File: src/rtl/cmt_pkg.sv
package cmt_pkg;

  localparam int unsigned DATA_W     = 16;
  localparam int unsigned ADDR_W     = 2;
  localparam int unsigned PRE_W      = 6;
  localparam int unsigned NUM_RATIOS = 4;
  localparam int unsigned FLAG_BIT   = 7;
  localparam int unsigned SPARE_BIT  = 6;
  localparam int unsigned SEL_W      = 2;

  typedef enum logic [ADDR_W-1:0] {
    REG_CSR = 2'd0,
    REG_CNT = 2'd1,
    REG_CMP = 2'd2,
    REG_RUN = 2'd3
  } cmt_reg_e;

  // log2 of the division ratio chosen by each rate-select code
  function automatic int unsigned ratio_log2(input int unsigned code);
    case (code)
      0:       ratio_log2 = 2;
      1:       ratio_log2 = 3;
      2:       ratio_log2 = 4;
      default: ratio_log2 = 6;
    endcase
  endfunction

endpackage

File: src/rtl/cmt_prescaler.sv
module cmt_prescaler
  import cmt_pkg::*;
#(
  parameter int unsigned CNT_W = PRE_W
) (
  input  logic             clk,
  input  logic             rst_n,
  input  logic             run,
  input  logic [SEL_W-1:0] rate_sel,
  output logic             tick
);

  logic [CNT_W-1:0]      pre_q;
  logic [CNT_W-1:0]      pre_d;
  logic [NUM_RATIOS-1:0] wrap;

  always_comb begin
    pre_d = pre_q + 1'b1;
  end

  always_ff @(posedge clk or negedge rst_n) begin
    if (!rst_n) begin
      pre_q <= '0;
    end else begin
      pre_q <= pre_d;
    end
  end

  for (genvar g = 0; g < NUM_RATIOS; g++) begin : g_wrap
    localparam int unsigned LW = ratio_log2(g);
    assign wrap[g] = &pre_q[LW-1:0];
  end

  assign tick = run & wrap[rate_sel];

endmodule

File: src/rtl/cmt_counter.sv
module cmt_counter
  import cmt_pkg::*;
#(
  parameter int unsigned W = DATA_W
) (
  input  logic         clk,
  input  logic         rst_n,
  input  logic         tick,
  input  logic         cnt_wr,
  input  logic         cmp_wr,
  input  logic [W-1:0] wdata,
  output logic [W-1:0] cnt,
  output logic [W-1:0] cmp,
  output logic         match
);

  logic [W-1:0] cnt_q, cnt_d;
  logic [W-1:0] cmp_q, cmp_d;
  logic         cnt_en;
  logic         at_top;

  always_comb begin
    at_top = (cnt_q == cmp_q);
    match  = tick & at_top & ~cnt_wr;
    cnt_en = cnt_wr | tick;
    if (cnt_wr) begin
      cnt_d = wdata;
    end else if (at_top) begin
      cnt_d = '0;
    end else begin
      cnt_d = cnt_q + 1'b1;
    end
    cmp_d = wdata;
  end

  always_ff @(posedge clk or negedge rst_n) begin
    if (!rst_n) begin
      cnt_q <= '0;
    end else if (cnt_en) begin
      cnt_q <= cnt_d;
    end
  end

  always_ff @(posedge clk or negedge rst_n) begin
    if (!rst_n) begin
      cmp_q <= '1;
    end else if (cmp_wr) begin
      cmp_q <= cmp_d;
    end
  end

  assign cnt = cnt_q;
  assign cmp = cmp_q;

endmodule

File: src/rtl/cmt_csr.sv
module cmt_csr
  import cmt_pkg::*;
(
  input  logic              clk,
  input  logic              rst_n,
  input  logic              csr_wr,
  input  logic              csr_rd,
  input  logic              run_wr,
  input  logic [DATA_W-1:0] wdata,
  input  logic              match,
  output logic              flag,
  output logic              armed,
  output logic              spare,
  output logic [SEL_W-1:0]  rate_sel,
  output logic              run
);

  logic             flag_q, flag_d;
  logic             armed_q, armed_d;
  logic             flag_clr;
  logic             spare_q;
  logic [SEL_W-1:0] sel_q;
  logic             run_q;

  always_comb begin
    flag_clr = csr_wr & ~wdata[FLAG_BIT] & armed_q & flag_q;
    flag_d   = match | (flag_q & ~flag_clr);
    armed_d  = flag_d & (armed_q | (csr_rd & flag_q));
  end

  always_ff @(posedge clk or negedge rst_n) begin
    if (!rst_n) begin
      flag_q  <= 1'b0;
      armed_q <= 1'b0;
    end else begin
      flag_q  <= flag_d;
      armed_q <= armed_d;
    end
  end

  always_ff @(posedge clk or negedge rst_n) begin
    if (!rst_n) begin
      spare_q <= 1'b0;
      sel_q   <= '0;
    end else if (csr_wr) begin
      spare_q <= wdata[SPARE_BIT];
      sel_q   <= wdata[SEL_W-1:0];
    end
  end

  always_ff @(posedge clk or negedge rst_n) begin
    if (!rst_n) begin
      run_q <= 1'b0;
    end else if (run_wr) begin
      run_q <= wdata[0];
    end
  end

  assign flag     = flag_q;
  assign armed    = armed_q;
  assign spare    = spare_q;
  assign rate_sel = sel_q;
  assign run      = run_q;

endmodule

File: src/rtl/cmt_channel.sv
module cmt_channel
  import cmt_pkg::*;
(
  input  logic              clk,
  input  logic              rst_n,
  input  logic [ADDR_W-1:0] bus_addr,
  input  logic              bus_wr,
  input  logic              bus_rd,
  input  logic [DATA_W-1:0] bus_wdata,
  output logic [DATA_W-1:0] bus_rdata,
  input  logic              irq_en,
  output logic              irq
);

  logic              sel_csr, sel_cnt, sel_cmp, sel_run;
  logic              tick, match;
  logic              flag, armed, spare, run;
  logic [SEL_W-1:0]  rate_sel;
  logic [DATA_W-1:0] cnt_val, cmp_val;

  always_comb begin
    sel_csr = (bus_addr == REG_CSR);
    sel_cnt = (bus_addr == REG_CNT);
    sel_cmp = (bus_addr == REG_CMP);
    sel_run = (bus_addr == REG_RUN);
  end

  cmt_prescaler #(.CNT_W(PRE_W)) u_pre (
    .clk      (clk),
    .rst_n    (rst_n),
    .run      (run),
    .rate_sel (rate_sel),
    .tick     (tick)
  );

  cmt_counter #(.W(DATA_W)) u_cnt (
    .clk    (clk),
    .rst_n  (rst_n),
    .tick   (tick),
    .cnt_wr (bus_wr & sel_cnt),
    .cmp_wr (bus_wr & sel_cmp),
    .wdata  (bus_wdata),
    .cnt    (cnt_val),
    .cmp    (cmp_val),
    .match  (match)
  );

  cmt_csr u_csr (
    .clk      (clk),
    .rst_n    (rst_n),
    .csr_wr   (bus_wr & sel_csr),
    .csr_rd   (bus_rd & sel_csr),
    .run_wr   (bus_wr & sel_run),
    .wdata    (bus_wdata),
    .match    (match),
    .flag     (flag),
    .armed    (armed),
    .spare    (spare),
    .rate_sel (rate_sel),
    .run      (run)
  );

  always_comb begin
    bus_rdata = '0;
    unique case (bus_addr)
      REG_CSR: begin
        bus_rdata[FLAG_BIT]    = flag;
        bus_rdata[SPARE_BIT]   = spare;
        bus_rdata[SEL_W-1:0]   = rate_sel;
      end
      REG_CNT: bus_rdata = cnt_val;
      REG_CMP: bus_rdata = cmp_val;
      REG_RUN: bus_rdata[0] = run;
      default: bus_rdata = '0;
    endcase
  end

  assign irq = flag & irq_en;

endmodule

File: config.mk
export PLATFORM = sky130hd
export DESIGN_NAME = cmt_channel
export DESIGN_NICKNAME = d
export VERILOG_FILES = /design/src/rtl/cmt_pkg.sv /design/src/rtl/cmt_prescaler.sv /design/src/rtl/cmt_counter.sv /design/src/rtl/cmt_csr.sv /design/src/rtl/cmt_channel.sv
export SDC_FILE = /design/constraint.sdc
export NUM_CORES = 1
export LEC_CHECK = 0
export ABC_AREA = 1
export BUFFER_PORTS_ARGS = -buffer_cell sky130_fd_sc_hd__buf_2
export CELL_PAD_IN_SITES_DETAIL_PLACEMENT = 1
export CELL_PAD_IN_SITES_GLOBAL_PLACEMENT = 2
export CORE_ASPECT_RATIO = 1.75
export CORE_UTILIZATION = 36
export CTS_BUF_LIST = sky130_fd_sc_hd__clkbuf_2 sky130_fd_sc_hd__clkbuf_4 sky130_fd_sc_hd__clkbuf_8
export CTS_CLUSTER_SIZE = 16
export DETAILED_ROUTE_END_ITERATION = 8
export PLACE_DENSITY = 0.95
export SKIP_CTS_REPAIR_TIMING = 1
export SYNTH_ARGS = -nofsm -noshare
export SYNTH_HDL_FRONTEND = slang
export SYNTH_SLANG_ARGS = --single-unit
File: constraint.sdc
create_clock -name clk -period 3.3 [get_ports clk]
set_clock_uncertainty 0.1 [all_clocks]
set_input_delay 0.495 -clock clk [delete_from_list [all_inputs] [get_ports clk]]
set_output_delay 0.495 -clock clk [all_outputs]
set_load 0.01 [all_outputs]
==> results of run 1 <==
-- stage by stage --
step | instances | power [µW] | instance area [µm²] | utilization | hold WS (ns)
2_1_floorplan | 429 | 1320 | 2940 | - | 0.0994
3_3_place_gp | 549 | 1520 | 3210 | 0.406 | 0.346
3_5_place_dp | 549 | 1550 | 3210 | 0.406 | 0.362
4_1_cts | 557 | 1950 | 3310 | 0.418 | 0.310
5_1_grt | 557 | 2080 | 3310 | 0.418 | 0.326
6_report | 557 | 1920 | 3310 | 0.418 | 0.274
-- sequential cells by signal, indices dropped and copies added, names as in the netlist --
| register | count |
|---|---|
| u_csr.rate_sel | 2 |
| u_cnt.cmp | 16 |
| u_csr.armed | 1 |
| u_csr.run | 1 |
| u_cnt.cnt | 16 |
| u_pre.pre_q | 6 |
| u_csr.spare | 1 |
| u_csr.flag | 1 |
-- worst reg2reg max path: stages (launching register included) --
cell	delay, ns
sky130_fd_sc_hd__dfrtp_1	0.41
sky130_fd_sc_hd__ha_1	0.25
sky130_fd_sc_hd__ha_1	0.20
sky130_fd_sc_hd__nand2_1	0.05
sky130_fd_sc_hd__nand2_1	0.05
sky130_fd_sc_hd__nor2_1	0.10
sky130_fd_sc_hd__nor2_1	0.08
sky130_fd_sc_hd__nand2_4	0.16
sky130_fd_sc_hd__nand2_1	0.27
sky130_fd_sc_hd__o21ai_0	0.26
sky130_fd_sc_hd__inv_1	0.07
sky130_fd_sc_hd__nand2_1	0.06
-- worst min-delay path by stage --
stage	endpoint	slack, ns	cells after the start
detailed placement	u_pre.pre_q[0]$_DFF_PN0_	0.36	1
global placement	u_pre.pre_q[0]$_DFF_PN0_	0.35	1
CTS	u_cnt.cnt[8]$_DFFE_PN0P_	0.31	1
floorplan	u_cnt.cnt[0]$_DFFE_PN0P_	0.1	0
finish	u_csr.spare$_DFFE_PN0N_	0.27	1
global route	u_cnt.cmp[12]$_DFFE_PN1P_	0.33	3
-- Yosys cell counts, types with 2 or more instances --
| cell type | number |
|---|---|
| sky130_fd_sc_hd__nor2_2 | 4 |
| sky130_fd_sc_hd__nand4_1 | 6 |
| sky130_fd_sc_hd__dfrtp_1 | 28 |
| sky130_fd_sc_hd__dfstp_2 | 16 |
| sky130_fd_sc_hd__inv_1 | 53 |
| sky130_fd_sc_hd__nand3_1 | 29 |
| sky130_fd_sc_hd__xor2_1 | 9 |
| sky130_fd_sc_hd__a21oi_1 | 28 |
| sky130_fd_sc_hd__nand2_1 | 148 |
| sky130_fd_sc_hd__nor2_1 | 37 |
| sky130_fd_sc_hd__nand3_2 | 7 |
| sky130_fd_sc_hd__buf_6 | 2 |
| sky130_fd_sc_hd__buf_2 | 4 |
| sky130_fd_sc_hd__nand3b_1 | 3 |
| sky130_fd_sc_hd__o21ai_0 | 19 |
| sky130_fd_sc_hd__inv_2 | 9 |
| sky130_fd_sc_hd__ha_1 | 9 |
| sky130_fd_sc_hd__nor3_1 | 2 |
| sky130_fd_sc_hd__clkbuf_1 | 7 |
| sky130_fd_sc_hd__nand2_2 | 2 |
-- per-layer routing --
layer | up-vias | track usage | part of all wire
li1 | 1407 | - | -
met1 | 1437 | 0.227 | 0.36
met2 | 37 | 0.440 | 0.58
met3 | 17 | 0.0240 | 0.017
met4 | 0 | 0.0963 | 0.036
met5 | - | 0 | 0
-- placed cells by master, fill, tap and decap left out --
cell type / count
sky130_fd_sc_hd__dfstp_2: 16
sky130_fd_sc_hd__a31oi_1: 1
sky130_fd_sc_hd__xnor2_1: 1
sky130_fd_sc_hd__nor2_2: 4
sky130_fd_sc_hd__o31ai_1: 1
sky130_fd_sc_hd__nand2_2: 2
sky130_fd_sc_hd__xor2_1: 9
sky130_fd_sc_hd__nand2_1: 148
sky130_fd_sc_hd__inv_1: 53
sky130_fd_sc_hd__clkbuf_4: 2
sky130_fd_sc_hd__nand4_1: 6
sky130_fd_sc_hd__nor2_1: 37
sky130_fd_sc_hd__buf_2: 39
sky130_fd_sc_hd__nand3b_1: 3
sky130_fd_sc_hd__nand2_4: 1
sky130_fd_sc_hd__buf_4: 4
sky130_fd_sc_hd__a21oi_1: 28
sky130_fd_sc_hd__o21ai_0: 19
sky130_fd_sc_hd__ha_1: 9
sky130_fd_sc_hd__nand3_1: 29
sky130_fd_sc_hd__nor3_1: 2
sky130_fd_sc_hd__a32oi_1: 1
sky130_fd_sc_hd__nor2_8: 1
sky130_fd_sc_hd__nand3_2: 7
sky130_fd_sc_hd__dfrtp_1: 28
sky130_fd_sc_hd__inv_2: 9
sky130_fd_sc_hd__clkbuf_8: 6
sky130_fd_sc_hd__mux2_2: 1
-- area by class of cell --
class	instances	area [µm²]
fillers	1053	4600
multi-input cells	310	1520
well taps	90	113
clock buffers	8	97.6
repair buffers	43	225
flip-flops and latches	44	1120
inverters	62	233
-- power by group --
group | internal (µW) | switching (µW)
clock | 188 | 195
sequential | 687 | 195
combinational | 247 | 410
-- kinds of logic (layout without fill, tap and decap cells) --
group / count (synthesis) / in the layout / share of synthesized area
compound gates: 50 / 50 / 0.0877
xor+xnor: 10 / 10 / 0.0298
fa+ha+maj: 9 / 9 / 0.0383
buf+inv: 75 / 113 / 0.103
flops: 44 / 44 / 0.381
mux: 1 / 1 / 0.00383
simple gates: 240 / 240 / 0.357
==> impl_results.md, run 1 <==
* Run status: completed
* Synth warn at 0
* Share of layout cells above drive strength 1 at 0.197
* Routability congestion estimate at 0.835
* MaxCap Viol Count at 0
* Stage delay of the slowest cell on the critical path at 0.43 ns
* Proportion of synthesized chip area in sequential cells at 0.381
* Highest net fanout along the worst path at 10
* Summed instance area of the synthesized netlist at 0.00294 mm²
* Critical path depth in cells at 7
* Worst IR drop on VDD at 0.275 mV
* Cell leakage power at between 0.0015 and 0.002 µW
* # H-tree levels at 2
* Depth of the worst register-to-register path at 11
* Cell seen most often among critical-path stages: sky130_fd_sc_hd__buf_2
* Insertion delay to the later sink of the worst-skew pair at 0.31 ns
* Antenna diode count at 0
* Routed vias/inst at between 5 and 6
* Element type at the critical path start: primary input
* Slew HR at 0.299
* Post-route clock period utilization at 0.721
* Site Rows at 43
* Drt wl/cell at 15.7 µm
* Internal reg-to-reg setup slack at 1.19 ns
* Area contributors post-synth: sky130_fd_sc_hd__dfrtp_1 24%, sky130_fd_sc_hd__nand2_1 19%, sky130_fd_sc_hd__dfstp_2 14%
* Setup repair after global routing missed its margin: false
* Number of nets in the layout at 498
* Crit path to: bus_rdata[12]
* Worst Hold Class: primary input to asynchronous set/reset pin
* Net count of the mapped netlist at ~460
* Req. time, crit path at roughly 2.7 ns
* Worst Tran Pin Value at 1.05 ns
* Vias at 2898
* Violation count after the first detailed-route iteration at 148
* Inserted Clock Buffers at 5
* DR pass1 iterations at 4
* Flip-flop and latch count after synthesis at 44
* Capturing point of the worst reg2reg path: u_cnt.cnt[13]$_DFFE_PN0P_
* Pin count of the biggest net entering global routing at 45
* Post-route antenna net violation count at 0
* Wire length of the first global-routing pass at 14800 µm
* Clock edge transition at the registers on the reported setup and hold paths at 0.08 ns
* Clk buf depth at 2
* Effective utilization at floorplan at 0.372
* Port Buffer Count at 39
* Cell accounting for the most synthesized area: sky130_fd_sc_hd__dfrtp_1
* Floorplan die height at 122 µm
* Power density over the cells at 581 mW/mm²
* GRT Overall Usage at 0.222
* Antenna violations before repair at 0
* Commonest register cell after synthesis: sky130_fd_sc_hd__dfrtp_1
* Core area at 0.00791 mm²
* Root buf cell: sky130_fd_sc_hd__clkbuf_8
* Final Hold Fails at 0
* Max frequency at 420 MHz
* Area growth from synthesis to layout at 12.5%
* Start point of the critical path: bus_addr[1]
* Launching point of the worst reg2reg path: u_pre.pre_q[0]$_DFF_PN0_
* Gate family responsible for the most delay along the worst path: buffers and inverters
* Count of buffer and inverter cells on the critical path at 4
* Fraction of registers with async set/reset at 1.00
* Worst Setup Slack, final at 0.919 ns
* Post-synthesis area per instance at 6.85 µm²
* Routed Wire Length at 8770 µm
* Width of the die at 70.3 µm
* Number of unique standard cell types used by synthesis at 27
* TritonCTS Sinks at 44
* Fraction of synthesized cell area taken by the top area cell type at 0.238
* Count of mapped cells out of synthesis at 429
* Half-perimeter wire length after placement at 6690 µm
* I/O pin cnt at 40
* TritonCTS clock tree: yes
* Total DRC errors in the routed layout at 0
* Minimum clock period after layout at 2.38 ns
* Post-placement setup slack at 0.878 ns
* EDFF count, synth at 0
* Die area at 0.00855 mm²
* Count of pins over their slew limit at 0
* Total congestion overflow at 0
* Worst setup path category: primary input to output port
* Setup Total Neg Slack at 0 ns
* Via count of the first global-routing pass at about 3100
* Endpoints failing setup at 0
* Kind of end point of the critical path: output port
* Crit-path slowest cell: sky130_fd_sc_hd__ha_1
* Critical Path, Cell by Cell: buf_2, inv_1, ha_1, buf_4, nand2_1, a21oi_1, buf_2
* Signal arrival time at the worst endpoint at 1.79 ns
(Power assumes the default switching activity.)
==> inputs of run 2 (changes only) <==
CORE_UTILIZATION = 30   (was 36)
PLACE_DENSITY = 0.89   (was 0.95)
clock period = 2.1 ns   (was 3.3 ns; I/O delays follow)
==> run 2 against run 1 <==
Net effect:
- register-to-register slack got worse by 0.99 ns
- critical path depth is 2 higher
- largest power group unchanged
- utilization down 5.7 points
- the run now ends with negative hold slack left
==> impl_results.md, run 2 (synthesis gave the netlist of run 1 again) <==
* Run status: finished with violations
* Failing checks: negative hold slack
* Floorplan die height at 133 µm
* Final Hold Fails at 7
* Stage delay of the slowest cell on the critical path at roughly 0.55 ns
* Slew HR at 0.594
* Worst Tran Pin Value at 0.610 ns
* Share of layout cells above drive strength 1 at 0.211
* Cell-internal power at 1750 µW
* Highest net fanout along the worst path at 16
* Inserted Clock Buffers at 5
* Number of nets in the layout at 505
* Req. time, crit path at 2.21 ns
* Logic gate share of total power at 0.350
* Fill cells at ~1200
* Min Hold Slack at -0.0162 ns
* Worst setup path category: flip-flop to flip-flop
* TritonCTS Sinks at 44
* Max frequency at 525 MHz
* Routed vias/inst at 4.80
* Via count of the first global-routing pass at 3085
* Reg power frac at 0.457
* Setup repair after global routing missed its margin: false
* Post-route antenna net violation count at 0
* Violation count after the first detailed-route iteration at about 130
* Signal arrival time at the worst endpoint at 2.01 ns
* Die area at ~0.01 mm²
* Total congestion overflow at 0
* Core area at ~0.0095 mm²
* Count of buffer and inverter cells on the critical path at 1
* Area growth from synthesis to layout at 16.4%
* Gate family responsible for the most delay along the worst path: simple AND/OR/NAND/NOR gates
* Drt wl/cell at 14.8 µm
* Width of the die at around 77 µm
* Pin count of the biggest net entering global routing at 45
* Port Buffer Count at 39
* Clock power frac at 0.193
* Cell seen most often among critical-path stages: sky130_fd_sc_hd__nand2_1
* I/O pin cnt at 40
* Antenna violations before repair at 0
* Cell leakage power at 0.00178 µW
* Critical Path, Cell by Cell: inv_1, nand2_1, nand2_1, nor2_1, nand2_1, nor2_2, nand2_2, nand3_1, nand2_1
* Count of pins over their slew limit at 0
* # H-tree levels at 2
* Root buf cell: sky130_fd_sc_hd__clkbuf_8
* Minimum clock period after layout at 1.90 ns
* Total DRC errors in the routed layout at 0
* MaxCap Viol Count at 0
* TritonCTS clock tree: yes
* Total Power Consumption at 3050 µW
* Worst IR drop on VDD at ~0.34 mV
* DR pass1 iterations at 4
* Clk buf depth at 2
* Vias at around 2900
* Routability congestion estimate at 0.804
* Leading cell type in the layout, fill and taps excluded: sky130_fd_sc_hd__nand2_1
* Effective utilization at floorplan at 0.311
* Switching part of the total power at 0.426
* Element type at the critical path start: flip-flop
* GRT Overall Usage at 0.188
* Multi-input gate area in the final layout at 0.00152 mm²
* Sw power at about 1300 µW
* Half-perimeter wire length after placement at 6830 µm
* Most frequent cells in the layout: 147 x sky130_fd_sc_hd__nand2_1, 53 x sky130_fd_sc_hd__inv_1, 39 x sky130_fd_sc_hd__buf_2
* Endpoints failing setup at 0
* Crit-path slowest cell: sky130_fd_sc_hd__dfstp_2
* Wire length of the first global-routing pass at 14900 µm
* Post-route clock period utilization at 0.907
* Kind of end point of the critical path: flip-flop
* Routed Wire Length at just under 9000 µm
* Site Rows at 47
* Antenna diode count at 0
* Worst Hold Class: primary input to asynchronous set/reset pin
* Insertion delay to the later sink of the worst-skew pair at 0.31 ns
* Clock edge transition at the registers on the reported setup and hold paths at 0.09 ns
* Setup Total Neg Slack at 0 ns
* Power density over the cells at 891 mW/mm²
* Total area of sequential cells at 0.00112 mm²
-- run 2: changes by cell type in the layout (fill, tap and decap cells not counted) --
cell / before / now
sky130_fd_sc_hd__nand2_1: 148 / 147
sky130_fd_sc_hd__clkbuf_4: 2 / 0
sky130_fd_sc_hd__clkinv_2: 0 / 2
sky130_fd_sc_hd__buf_4: 4 / 9
sky130_fd_sc_hd__nand2_2: 2 / 3
sky130_fd_sc_hd__buf_12: 0 / 2
-- run 2: metrics by stage --
| step | instances | hold slack, ns | utilization | setup WS (ns) | area, µm² |
|---|---|---|---|---|---|
| final | 596 | -0.0162 | 0.361 | 0.196 | 3420 |
| after global routing | 596 | 0.0356 | 0.361 | 0.00786 | 3420 |
| after CTS | 596 | 0.00960 | 0.361 | 0.0816 | 3420 |
| after detailed placement | 588 | 0.349 | 0.351 | 0.0968 | 3330 |
| after global placement | 588 | 0.336 | 0.351 | 0.228 | 3330 |
| after floorplan | 429 | -0.0806 | - | 0.354 | 2940 |
-- run 2: power groups by stage --
stage | clock network (µW) | logic, µW | registers [µW]
6_report | 588 | 1070 | 1390
5_1_grt | 634 | 1240 | 1440
4_1_cts | 601 | 1090 | 1400
3_5_place_dp | 0 | 1090 | 1410
3_3_place_gp | 0 | 1020 | 1400
2_1_floorplan | 0 | 802 | 1280
-- run 2: area by class of cell --
type,instances,area share
timing repair buffer,50,0.0885
tap,122,0.0446
inverter,62,0.0680
clock buffer,6,0.0241
clock inverter,2,0.00293
sequential,44,0.328
multi-input combinational,310,0.444
-- run 2: worst paths after layout --
check | startpoint | to | slack (ns) | depth (start not counted)
max in group asynchronous | rst_n | u_cnt.cnt[14]$_DFFE_PN0P_ | 1.49 | 2
hold / removal | rst_n | u_csr.armed$_DFF_PN0_ | -0.02 | 2
setup reg to reg | u_cnt.cmp[4]$_DFFE_PN1P_ | u_cnt.cnt[12]$_DFFE_PN0P_ | 0.20 | 9
min in group clk | bus_wdata[1] | u_cnt.cnt[1]$_DFFE_PN0P_ | 0.14 | 3
hold reg to reg | u_pre.pre_q[0]$_DFF_PN0_ | u_pre.pre_q[0]$_DFF_PN0_ | 0.36 | 1
setup / recovery | u_cnt.cmp[4]$_DFFE_PN1P_ | u_cnt.cnt[12]$_DFFE_PN0P_ | 0.20 | 9
-- run 2: metal layers --
layer | wire length (µm) | GRT usage | vias to the layer above
li1 | - | - | 1417
met1 | 3330 | 0.196 | 1401
met2 | 5160 | 0.372 | 32
met3 | 174 | 0.0241 | 12
met4 | 145 | 0.0684 | 0
met5 | 0 | 0 | -
-- run 2: worst reg2reg max path, cell delays in order (launching register included) --
cell,delay (ns)
sky130_fd_sc_hd__dfstp_2,0.55
sky130_fd_sc_hd__inv_1,0.05
sky130_fd_sc_hd__nand2_1,0.06
sky130_fd_sc_hd__nand2_1,0.05
sky130_fd_sc_hd__nor2_1,0.21
sky130_fd_sc_hd__nand2_1,0.10
sky130_fd_sc_hd__nor2_2,0.14
sky130_fd_sc_hd__nand2_2,0.26
sky130_fd_sc_hd__nand3_1,0.21
sky130_fd_sc_hd__nand2_1,0.07
==> inputs of run 3 (changes only) <==
ABC_AREA = unset   (was 1)
CORE_UTILIZATION = 34   (was 30)
==> run 3 against run 2 <==
Net effect:
- the run now ends clean
- first-iteration DRC count fell by 24%
- design area fell by 5.9%
- worst hold slack improved by 0.16 ns
- clock-buffer cell count did not move
- critical endpoint is now u_csr.armed$_DFF_PN0_
==> impl_results.md, run 3 <==
* Simple-gate share of the synthesized area at 0.147
* Kind of end point of the critical path: flip-flop
* Slew HR at 0.621
* Worst Setup Slack, final at 0.0857 ns
* Port Buffer Count at 39
* Pin count of the biggest net entering global routing at 24
* Fill cells at 871
* Proportion of synthesized chip area in sequential cells at 0.417
* Fraction of registers with async set/reset at 1.00
* Total DRC errors in the routed layout at 0
* Width of the die at slightly below 70 µm
* Launching point of the worst reg2reg path: u_pre.pre_q[0]$_DFF_PN0_
* Site Rows at 42
* Combinational family with the most area after synthesis: compound AO/OA/AOI/OAI gates
* MaxCap Viol Count at 0
* Inserted Clock Buffers at 5
* Wire length of the first global-routing pass at ~12000 µm
* Critical Path, Cell by Cell: ha_2, ha_1, mux2_2, o211ai_4, buf_4, nand3b_1, a21oi_1
* Post-placement setup slack at 0.0325 ns
* Endpoints failing setup at 0
* Share of layout cells above drive strength 1 at 0.399
* Setup repair after global routing missed its margin: false
* Synth Area in XOR/XNOR at 0.108
* Clock edge transition at the registers on the reported setup and hold paths at 0.09 ns
* Post-route antenna net violation count at 0
* Floorplan die height at 120 µm
* Multi-input gate area in the final layout at roughly 0.0015 mm²
* Area growth from synthesis to layout at 19.9%
* Post-route clock period utilization at 0.959
* Effective utilization at floorplan at 0.353
* Top cell types by occurrence after synthesis: 29 x sky130_fd_sc_hd__xnor2_1, 28 x sky130_fd_sc_hd__dfrtp_1, 21 x sky130_fd_sc_hd__mux2_2
* Share of the synthesized area in compound gates (AO/OA/AOI/OAI) at 0.153
* Most frequent cells in the layout: 39 x sky130_fd_sc_hd__buf_2, 29 x sky130_fd_sc_hd__xnor2_1, 28 x sky130_fd_sc_hd__dfrtp_1
* Post-synthesis area per instance at roughly 10 µm²
* Routed Wire Length at a little under 8000 µm
* Endpoint of the worst hold path: u_cnt.cnt[3]$_DFFE_PN0P_
* Dpl cell area at about 0.003 mm²
* Number of unique standard cell types used by synthesis at 37
* Die area at 0.00828 mm²
* Final Hold Fails at 0
* Most common cell in the netlist: sky130_fd_sc_hd__xnor2_1
* Via count of the first global-routing pass at roughly 2400
* I/O pin cnt at 40
* Crit-path slowest cell: sky130_fd_sc_hd__dfrtp_1
* Worst setup path category: flip-flop to flip-flop
* Highest net fanout along the worst path at 13
* Antenna diode count at 0
* Adder-cell area share of the yosys netlist at 0.0419
* Cell accounting for the most synthesized area: sky130_fd_sc_hd__dfrtp_1
* Half-perimeter wire length after placement at approximately 5800 µm
* Max frequency at 496 MHz
* Fraction of synthesized cell area taken by the top area cell type at 0.261
* Number of nets in the layout at ~340
* Leading cell type in the layout, fill and taps excluded: sky130_fd_sc_hd__buf_2
* Clk buf depth at 2
* Count of pins over their slew limit at 0
* Worst Hold Class: primary input to flip-flop
* Total congestion overflow at 0
* Summed instance area of the synthesized netlist at around 0.0027 mm²
* Area contributors post-synth: sky130_fd_sc_hd__dfrtp_1 26%, sky130_fd_sc_hd__dfstp_2 16%, sky130_fd_sc_hd__xnor2_1 9.5%
* Worst hold stages at 3
* TritonCTS clock tree: yes
* Commonest register cell after synthesis: sky130_fd_sc_hd__dfrtp_1
* Startpoint of the tightest hold check path: bus_wdata[3]
* Req. time, crit path at ~2.2 ns
* Total Power Consumption at about 3300 µW
* Count of buffer and inverter cells on the critical path at 1
* Flip-flop and latch count after synthesis at 44
* Capturing point of the worst reg2reg path: u_csr.armed$_DFF_PN0_
* TritonCTS Sinks at 44
* Final non-filler cell area at 0.00322 mm²
* Routability congestion estimate at around 0.8
* Depth of the worst register-to-register path at 7
* Element type at the critical path start: flip-flop
* GRT Overall Usage at 0.197
* Worst Tran Pin Value at 0.569 ns
* Core area at 0.00762 mm²
* Fraction of synthesized area in multiplexers at 0.0917
* Vias at 2204
* Stage delay of the slowest cell on the critical path at ~0.42 ns
* Root buf cell: sky130_fd_sc_hd__clkbuf_8
* Drt wl/cell at 19.4 µm
* EDFF count, synth at 0
* Count of mapped cells out of synthesis at 261
* Total area of sequential cells at approximately 0.0011 mm²
* Worst IR drop on VDD at 0.613 mV
* Run status: completed
* Cell leakage power at 0.00135 µW
* Net count of the mapped netlist at around 290
* Routed vias/inst at 5.52
* Violation count after the first detailed-route iteration at 98
* Power density over the cells at 1030 mW/mm²
* Synth warn at 0
* Setup Total Neg Slack at 0 ns
* Minimum clock period after layout at 2.01 ns
* DR pass1 iterations at 7
* Antenna violations before repair at 0
* # H-tree levels at 2
* Internal reg-to-reg setup slack at 0.09 ns
* Gate family responsible for the most delay along the worst path: flip-flops
* Signal arrival time at the worst endpoint at 2.11 ns
* Insertion delay to the later sink of the worst-skew pair at 0.31 ns
==> run 3: cell types whose count changed after synthesis, moves of 14 or more <==
cell / delta
sky130_fd_sc_hd__a21oi_1: -14
sky130_fd_sc_hd__inv_1: -48
sky130_fd_sc_hd__mux2_2: +20
sky130_fd_sc_hd__nand2_1: -135
sky130_fd_sc_hd__nand3_1: -18
sky130_fd_sc_hd__nor2_1: -18
sky130_fd_sc_hd__o21ai_0: -18
sky130_fd_sc_hd__xnor2_1: +28
==> run 3: kinds of logic after synthesis <==
kind of cell    after synthesis
compound gates               50
xor+xnor                     33
fa+ha+maj                     9
buf+inv                      25
flops                        44
mux                          22
simple gates                 78
==> run 3: area by class of cell <==
type / count / share of cell area
multi-input combinational: 192 / 0.459
clock buffer: 6 / 0.0237
tap: 88 / 0.0342
sequential: 44 / 0.348
timing repair buffer: 62 / 0.119
inverter: 5 / 0.00583
clock inverter: 2 / 0.0109
==> run 3: metal layers <==
metal	global-route usage	vias up	share of wire
met5	0	-	0
met4	0.116	0	0.043
met3	0.0319	20	0.036
met2	0.365	65	0.57
met1	0.203	1102	0.35
li1	-	1017	-
==> run 3: worst max path at each step <==
stage | from | to | slack [ns] | depth (start not counted)
final | u_pre.pre_q[0]$_DFF_PN0_ | u_csr.armed$_DFF_PN0_ | 0.09 | 7
after global routing | bus_addr[0] | bus_rdata[1] | 0.002 | 7
after CTS | u_pre.pre_q[0]$_DFF_PN0_ | u_cnt.cnt[2]$_DFFE_PN0P_ | 0.01 | 7
after detailed placement | u_pre.pre_q[0]$_DFF_PN0_ | u_cnt.cnt[2]$_DFFE_PN0P_ | 0.03 | 7
after global placement | bus_addr[0] | bus_rdata[6] | 0.06 | 6
after floorplan | u_pre.pre_q[0]$_DFF_PN0_ | u_cnt.cnt[11]$_DFFE_PN0P_ | 0.06 | 8
==> run 3: worst min-delay path, stage by stage <==
cell and delay, ns:
sky130_fd_sc_hd__buf_2 0.09, sky130_fd_sc_hd__nand2_1 0.04, sky130_fd_sc_hd__o211ai_1 0.07
==> run 3: through the flow <==
stage          hold slack (ns)  utilization  std cells
2_1_floorplan          -0.0806            -        261
3_3_place_gp             0.230        0.402        388
3_5_place_dp             0.234        0.402        388
4_1_cts                 -0.104        0.416        396
5_1_grt                  0.141        0.423        399
6_report                 0.141        0.423        399
==> run 3: power by group <==
group	internal (µW)	switching (µW)	leakage, µW
Sequential	1110	322	0.000503
Combinational	616	602	0.000785
Clock	366	305	0.0000586
Total	2090	1230	0.00135
